## src/rtl/irq_prio_pkg.sv

```systemverilog
package irq_prio_pkg;
  localparam int NUM_SRC = 10;
  localparam int NUM_LVL = 7;
  localparam int LVL_W   = $clog2(NUM_LVL + 1);
  localparam int REG_AW  = 2;
  localparam int NMI_IDX = NUM_SRC - 1;

  typedef logic [NUM_SRC-1:0] src_vec_t;
  typedef logic [LVL_W-1:0]   lvl_t;

  typedef enum logic [REG_AW-1:0] {
    REG_MASK = 2'd0,
    REG_CLR  = 2'd1,
    REG_STAT = 2'd2,
    REG_ACT  = 2'd3
  } reg_addr_e;

  localparam src_vec_t MASKABLE = ~(src_vec_t'(1) << NMI_IDX);

  function automatic int src_level(int idx);
    case (idx)
      0:       return 1;
      1, 2, 3: return 2;
      4:       return 3;
      5, 6:    return 4;
      7:       return 5;
      8:       return 6;
      default: return 7;
    endcase
  endfunction

  function automatic src_vec_t lvl_sel(int lvl);
    src_vec_t v = '0;
    for (int i = 0; i < NUM_SRC; i++) v[i] = (src_level(i) == lvl);
    return v;
  endfunction
endpackage

```

## src/rtl/irq_src_latch.sv

```systemverilog
module irq_src_latch
  import irq_prio_pkg::*;
(
  input  logic     clk_i,
  input  logic     rst_ni,
  input  src_vec_t req_i,
  input  src_vec_t clr_i,
  output src_vec_t pend_o
);
  src_vec_t req_q, rise;

  assign rise = req_i & ~req_q;

  always_ff @(posedge clk_i or negedge rst_ni) begin
    if (!rst_ni) begin
      req_q  <= '0;
      pend_o <= '0;
    end else begin
      req_q  <= req_i;
      // a fresh edge wins over a same-cycle clear
      pend_o <= (pend_o & ~clr_i) | rise;
    end
  end
endmodule

```

## src/rtl/irq_reg_file.sv

```systemverilog
module irq_reg_file
  import irq_prio_pkg::*;
(
  input  logic              clk_i,
  input  logic              rst_ni,
  input  logic              we_i,
  input  logic [REG_AW-1:0] addr_i,
  input  src_vec_t          wdata_i,
  input  src_vec_t          pend_i,
  output src_vec_t          mask_o,
  output src_vec_t          clr_o,
  output src_vec_t          rdata_o
);
  always_ff @(posedge clk_i or negedge rst_ni) begin
    if (!rst_ni) mask_o <= '0;
    else if (we_i && addr_i == REG_MASK) mask_o <= wdata_i & MASKABLE;
  end

  assign clr_o = (we_i && addr_i == REG_CLR) ? wdata_i : '0;

  always_comb begin
    unique case (addr_i)
      REG_MASK: rdata_o = mask_o;
      REG_STAT: rdata_o = pend_i;
      REG_ACT:  rdata_o = pend_i & ~mask_o;
      default:  rdata_o = '0;
    endcase
  end
endmodule

```

## src/rtl/irq_level_enc.sv

```systemverilog
module irq_level_enc
  import irq_prio_pkg::*;
(
  input  src_vec_t active_i,
  output lvl_t     level_o
);
  logic [NUM_LVL:1] lvl_hit;

  for (genvar l = 1; l <= NUM_LVL; l++) begin : g_lvl
    localparam src_vec_t SEL = lvl_sel(l);
    assign lvl_hit[l] = |(active_i & SEL);
  end

  always_comb begin
    level_o = '0;
    for (int l = 1; l <= NUM_LVL; l++)
      if (lvl_hit[l]) level_o = lvl_t'(l);
  end
endmodule

```

## src/rtl/irq_prio_ctrl.sv

```systemverilog
module irq_prio_ctrl
  import irq_prio_pkg::*;
(
  input  logic                         clk_i,
  input  logic                         rst_ni,
  input  logic [irq_prio_pkg::NUM_SRC-1:0] req_i,
  input  logic                         reg_we_i,
  input  logic [irq_prio_pkg::REG_AW-1:0]  reg_addr_i,
  input  logic [irq_prio_pkg::NUM_SRC-1:0] reg_wdata_i,
  output logic [irq_prio_pkg::NUM_SRC-1:0] reg_rdata_o,
  input  logic                         ack_i,
  output logic [irq_prio_pkg::LVL_W-1:0]   ack_level_o,
  output logic [irq_prio_pkg::LVL_W-1:0]   irq_level_o
);
  src_vec_t pend_q, mask_q, clr_wr, clr_all;
  logic     nmi_ack;

  assign nmi_ack = ack_i && (irq_level_o == lvl_t'(NUM_LVL));
  assign clr_all = clr_wr | (nmi_ack ? (src_vec_t'(1) << NMI_IDX) : '0);

  irq_src_latch u_latch (
    .clk_i  (clk_i),
    .rst_ni (rst_ni),
    .req_i  (req_i),
    .clr_i  (clr_all),
    .pend_o (pend_q)
  );

  irq_reg_file u_regs (
    .clk_i   (clk_i),
    .rst_ni  (rst_ni),
    .we_i    (reg_we_i),
    .addr_i  (reg_addr_i),
    .wdata_i (reg_wdata_i),
    .pend_i  (pend_q),
    .mask_o  (mask_q),
    .clr_o   (clr_wr),
    .rdata_o (reg_rdata_o)
  );

  irq_level_enc u_enc (
    .active_i (pend_q & ~mask_q),
    .level_o  (irq_level_o)
  );

  always_ff @(posedge clk_i or negedge rst_ni) begin
    if (!rst_ni)    ack_level_o <= '0;
    else if (ack_i) ack_level_o <= irq_level_o;
  end
endmodule

```

## config.mk

```make
export PLATFORM = sky130hd
export DESIGN_NAME = irq_prio_ctrl
export DESIGN_NICKNAME = d
export VERILOG_FILES = /design/src/rtl/irq_prio_pkg.sv /design/src/rtl/irq_src_latch.sv /design/src/rtl/irq_reg_file.sv /design/src/rtl/irq_level_enc.sv /design/src/rtl/irq_prio_ctrl.sv
export SDC_FILE = /design/constraint.sdc
export NUM_CORES = 1
export LEC_CHECK = 0
export BUFFER_PORTS_ARGS = -buffer_cell sky130_fd_sc_hd__buf_2
export CAP_MARGIN = 20
export CORE_MARGIN = 1
export CORE_UTILIZATION = 30
export CTS_CLUSTER_DIAMETER = 40
export DETAILED_ROUTE_END_ITERATION = 8
export PLACE_DENSITY = 0.64
export SLEW_MARGIN = 40
export SYNTH_ARGS = -nofsm -noshare
export SYNTH_HDL_FRONTEND = slang
export SYNTH_SLANG_ARGS = --single-unit
```

## constraint.sdc

```tcl
create_clock -name clk_i -period 1.2 [get_ports clk_i]
set_clock_uncertainty 0.1 [all_clocks]
set_input_delay 0 -clock clk_i [delete_from_list [all_inputs] [get_ports clk_i]]
set_output_delay 0 -clock clk_i [all_outputs]
set_load 0.01 [all_outputs]
```

==> run_results.csv <==
group,metric,value,unit
run_status,outcome,"complete, but fails checks",
run_status,violations,"setup timing",
synth,synth_cell_types,27,
pwr,leakage,1.16,nW
floorplan,ios,42,
finish,antennaDiodeCount,0,
global_route,grt_pass1_wl,5870,µm
cts,cts_tree,"yes",
floorplan,start_util,31.1,%
floorplan,die_h,72.0,µm
critical_path,arrival,1480,ps
synth,syn_nets,174,
sta,setup_violations,13,
cts,clock-sinks,32,
synth,ys_ff_latch,32,
sta,finalCritPeriodShare,132,%
finish,nNetsFinal,265,
drt,ant_nets,0,
drt,drtIter0Drc,49,
global_route,overflow,0,
critical_path,worst-setup-path-type,"reg -> out",
sta,fmax,633,MHz
pwr,vdd_ir_drop_max,0.000586,V
pwr,p_per_area,1300,mW/mm²
critical_path,r2r-end,"ack_level_o[0]$_DFFE_PN0P_",
sta,rsz0062_at_grt,"true",
synth,synth.avg_cell_area,9.93,µm²
sta,finalWorstSetupSlack,-380,ps
placed_design,place_hpwl,2460,µm
critical_path,cp_cell_sequence,"or2b_1 -> a2111oi_4 -> o211ai_2 -> nand2_1 -> buf_2",
critical_path,slowest_stage,"dfrtp_1",
floorplan,die_area,0.00518,mm²
synth,synthesis.area,0.00147,mm²
critical_path,cp_max_fo,2,
cts,htreeDepth,2,
hold_path,hold_class,"in -> async",
global_route,grt_usage,15.4,%
cts,clockBufferDepth,2,
cts,cts_root_buf,"clkbuf_8",
floorplan,core_area,0.00472,mm²
sta,hold_violations,0,
sta,tightestPinTransition,327,ps
critical_path,reg2reg_from,"u_regs.mask_o[0]$_DFFE_PN0P_",
floorplan,std_cell_rows,25,
critical_path,critPathMaxStageDelay,390,ps
drt,avgViaCountPerCell,4.25,
critical_path,r2r_slack,-340,ps
cts,numCtsBuffers,5,
synth,yosysWarnings,0,
drt,wl,3590,µm
drt,vias,1306,
cts,clkSlewWorstSetupHoldPaths,70,ps
drt,dr.pass1.iters,4,
finish,drive_gt1_share,40.4,%
global_route,antenna_found_initial,0,
critical_path,critical-path-top-delay-family,"flip-flops",
floorplan,die_w,72.0,µm
synth,netlist_instances,148,
critical_path,crit_path_start_kind,"register",
placed_design,place_ws,-105,ps
sta,slew_viol_final,0,
drt,post-route-drc-count,0,
placed_design,gp_congestion,0.769,
critical_path,rr_worst_depth,6,
critical_path,end_kind,"output port",
global_route,grt_pass1_vias,1284,
placed_design,port_buffers,41,
sta,finalSetupTns,-2100,ps
sta,maxSlewHeadroom,78.2,%
flow_run,drv_cap,0,
critical_path,critPathRequiredTime,1100,ps
cts,clk_latency,290,ps
critical_path,critPathBufInv,1,
sta,period_needed,1580,ps
finish,area_delta_synth_final,59.0,%
drt,wire_per_inst,11.7,µm
global_route,grt_max_degree,21,
synth,ys_seq_area_share,54.5,%
==> stage by stage <==
stage,power [mW],hold WS [ps],instance area (µm²),util (%),instances
4_1_cts,3.04,36.8,2290,48.6,304
2_1_floorplan,1.66,-396,1480,-,148
3_3_place_gp,2.00,-186,1910,40.5,272
5_1_grt,3.24,49.1,2340,49.5,307
6_report,3.05,34.7,2340,49.5,307
3_5_place_dp,2.02,-182,1910,40.5,272
==> worst max-delay path by stage <==
stage | from | to | depth (start not counted)
2_1_floorplan | u_regs.mask_o[8]$_DFFE_PN0P_ | ack_level_o[2]$_DFFE_PN0P_ | 4
3_3_place_gp | u_latch.pend_o[2]$_DFF_PN0_ | ack_level_o[0]$_DFFE_PN0P_ | 4
3_5_place_dp | u_latch.pend_o[3]$_DFF_PN0_ | ack_level_o[1]$_DFFE_PN0P_ | 4
4_1_cts | u_latch.pend_o[2]$_DFF_PN0_ | irq_level_o[0] | 5
5_1_grt | u_latch.pend_o[2]$_DFF_PN0_ | irq_level_o[0] | 5
6_report | u_regs.mask_o[0]$_DFFE_PN0P_ | irq_level_o[0] | 5
==> Yosys cell counts <==
library cell	count	area, µm²
dfrtp_1	32	801
nand2_1	32	120
o21ai_0	20	100
inv_1	19	71.3
a21oi_1	9	45.0
mux2_2	6	67.6
a31oi_1	3	18.8
mux2i_1	3	30.0
nor2b_1	3	18.8
buf_4	2	15.0
buf_6	2	22.5
nor2_1	2	7.51
a2111oi_4	1	27.5
a22oi_4	1	21.3
and2_1	1	6.26
and2b_1	1	7.51
and3b_1	1	8.76
buf_2	1	5.00
inv_2	1	3.75
nand2b_1	1	6.26
nand3_1	1	5.00
nand3b_1	1	7.51
nor3b_4	1	18.8
o211ai_2	1	12.5
o22ai_1	1	6.26
o311ai_1	1	8.76
or2b_1	1	7.51
==> routing by layer <==
layer | vias to the layer above | global-route usage, % | share of wire [%]
met3 | 7 | 5.97 | 4.8
met1 | 598 | 17.7 | 44
met4 | 0 | 7.19 | 2.1
met2 | 33 | 25.2 | 49
met5 | - | 0 | 0
li1 | 668 | - | -
==> placed cells by master (no fill, tap or decap), types with 3 or more instances in the layout <==
cell type | synthesis | routed
mux2_2 | 6 | 5
buf_4 | 2 | 15
dfrtp_1 | 32 | 31
a21oi_1 | 9 | 9
mux2i_1 | 3 | 3
dlygate4sd3_1 | 0 | 22
o21ai_1 | 0 | 5
nand2_2 | 0 | 4
clkbuf_8 | 0 | 6
buf_2 | 1 | 41
inv_1 | 19 | 17
nand2_1 | 32 | 28
o21ai_0 | 20 | 15
buf_6 | 2 | 9
inv_2 | 1 | 3
==> state kept, by name, summed over array words and instances (netlist names) <==
register        cells
u_regs.mask_o       9
u_latch.pend_o     10
ack_level_o         3
u_latch.req_q      10
==> cells by family (layout without fill, tap and decap cells) <==
| group | after synthesis | in the layout | share of synthesized area (%) |
|---|---|---|---|
| and+or+nand+nor | 45 | 45 | 14.6 |
| DFF | 32 | 32 | 54.5 |
| buffers and inverters | 25 | 117 | 8.00 |
| muxes | 9 | 9 | 6.64 |
| AOI/OAI and AO/OA | 37 | 37 | 16.3 |
==> final cells by class <==
cell class | instances | area [µm²]
multi-input combinational | 91 | 607
tap | 67 | 83.8
fill | 460 | 2390
sequential | 32 | 802
clock buffer | 8 | 90.1
inverter | 20 | 75.1
timing repair buffer | 89 | 679
==> what timing repair did <==
item / in CTS / in global routing
buffers inserted: 2 / 5
hold buffers: 22 / 0
pin swaps: 7 / 0
hold endpoints to repair: 64 / 0
cloned: 0 / 0
setup endpoints to repair: 15 / 15
resized for setup: 22 / 7
==> worst reg2reg max path: stages, from the launching register on <==
cell	delay [ps]
dfrtp_1	390
or2b_1	260
a2111oi_4	210
o211ai_2	120
buf_4	150
buf_4	120
a31oi_2	110
==> power breakdown <==
part | switching, mW | total, mW | leakage (nW) | internal, mW
logic | 0.397 | 0.886 | 0.760 | 0.489
clock network | 0.404 | 0.872 | 0.0455 | 0.468
registers | 0.0915 | 1.29 | 0.355 | 1.20
total | 0.893 | 3.05 | 1.16 | 2.16
(Power assumes the default switching activity.)
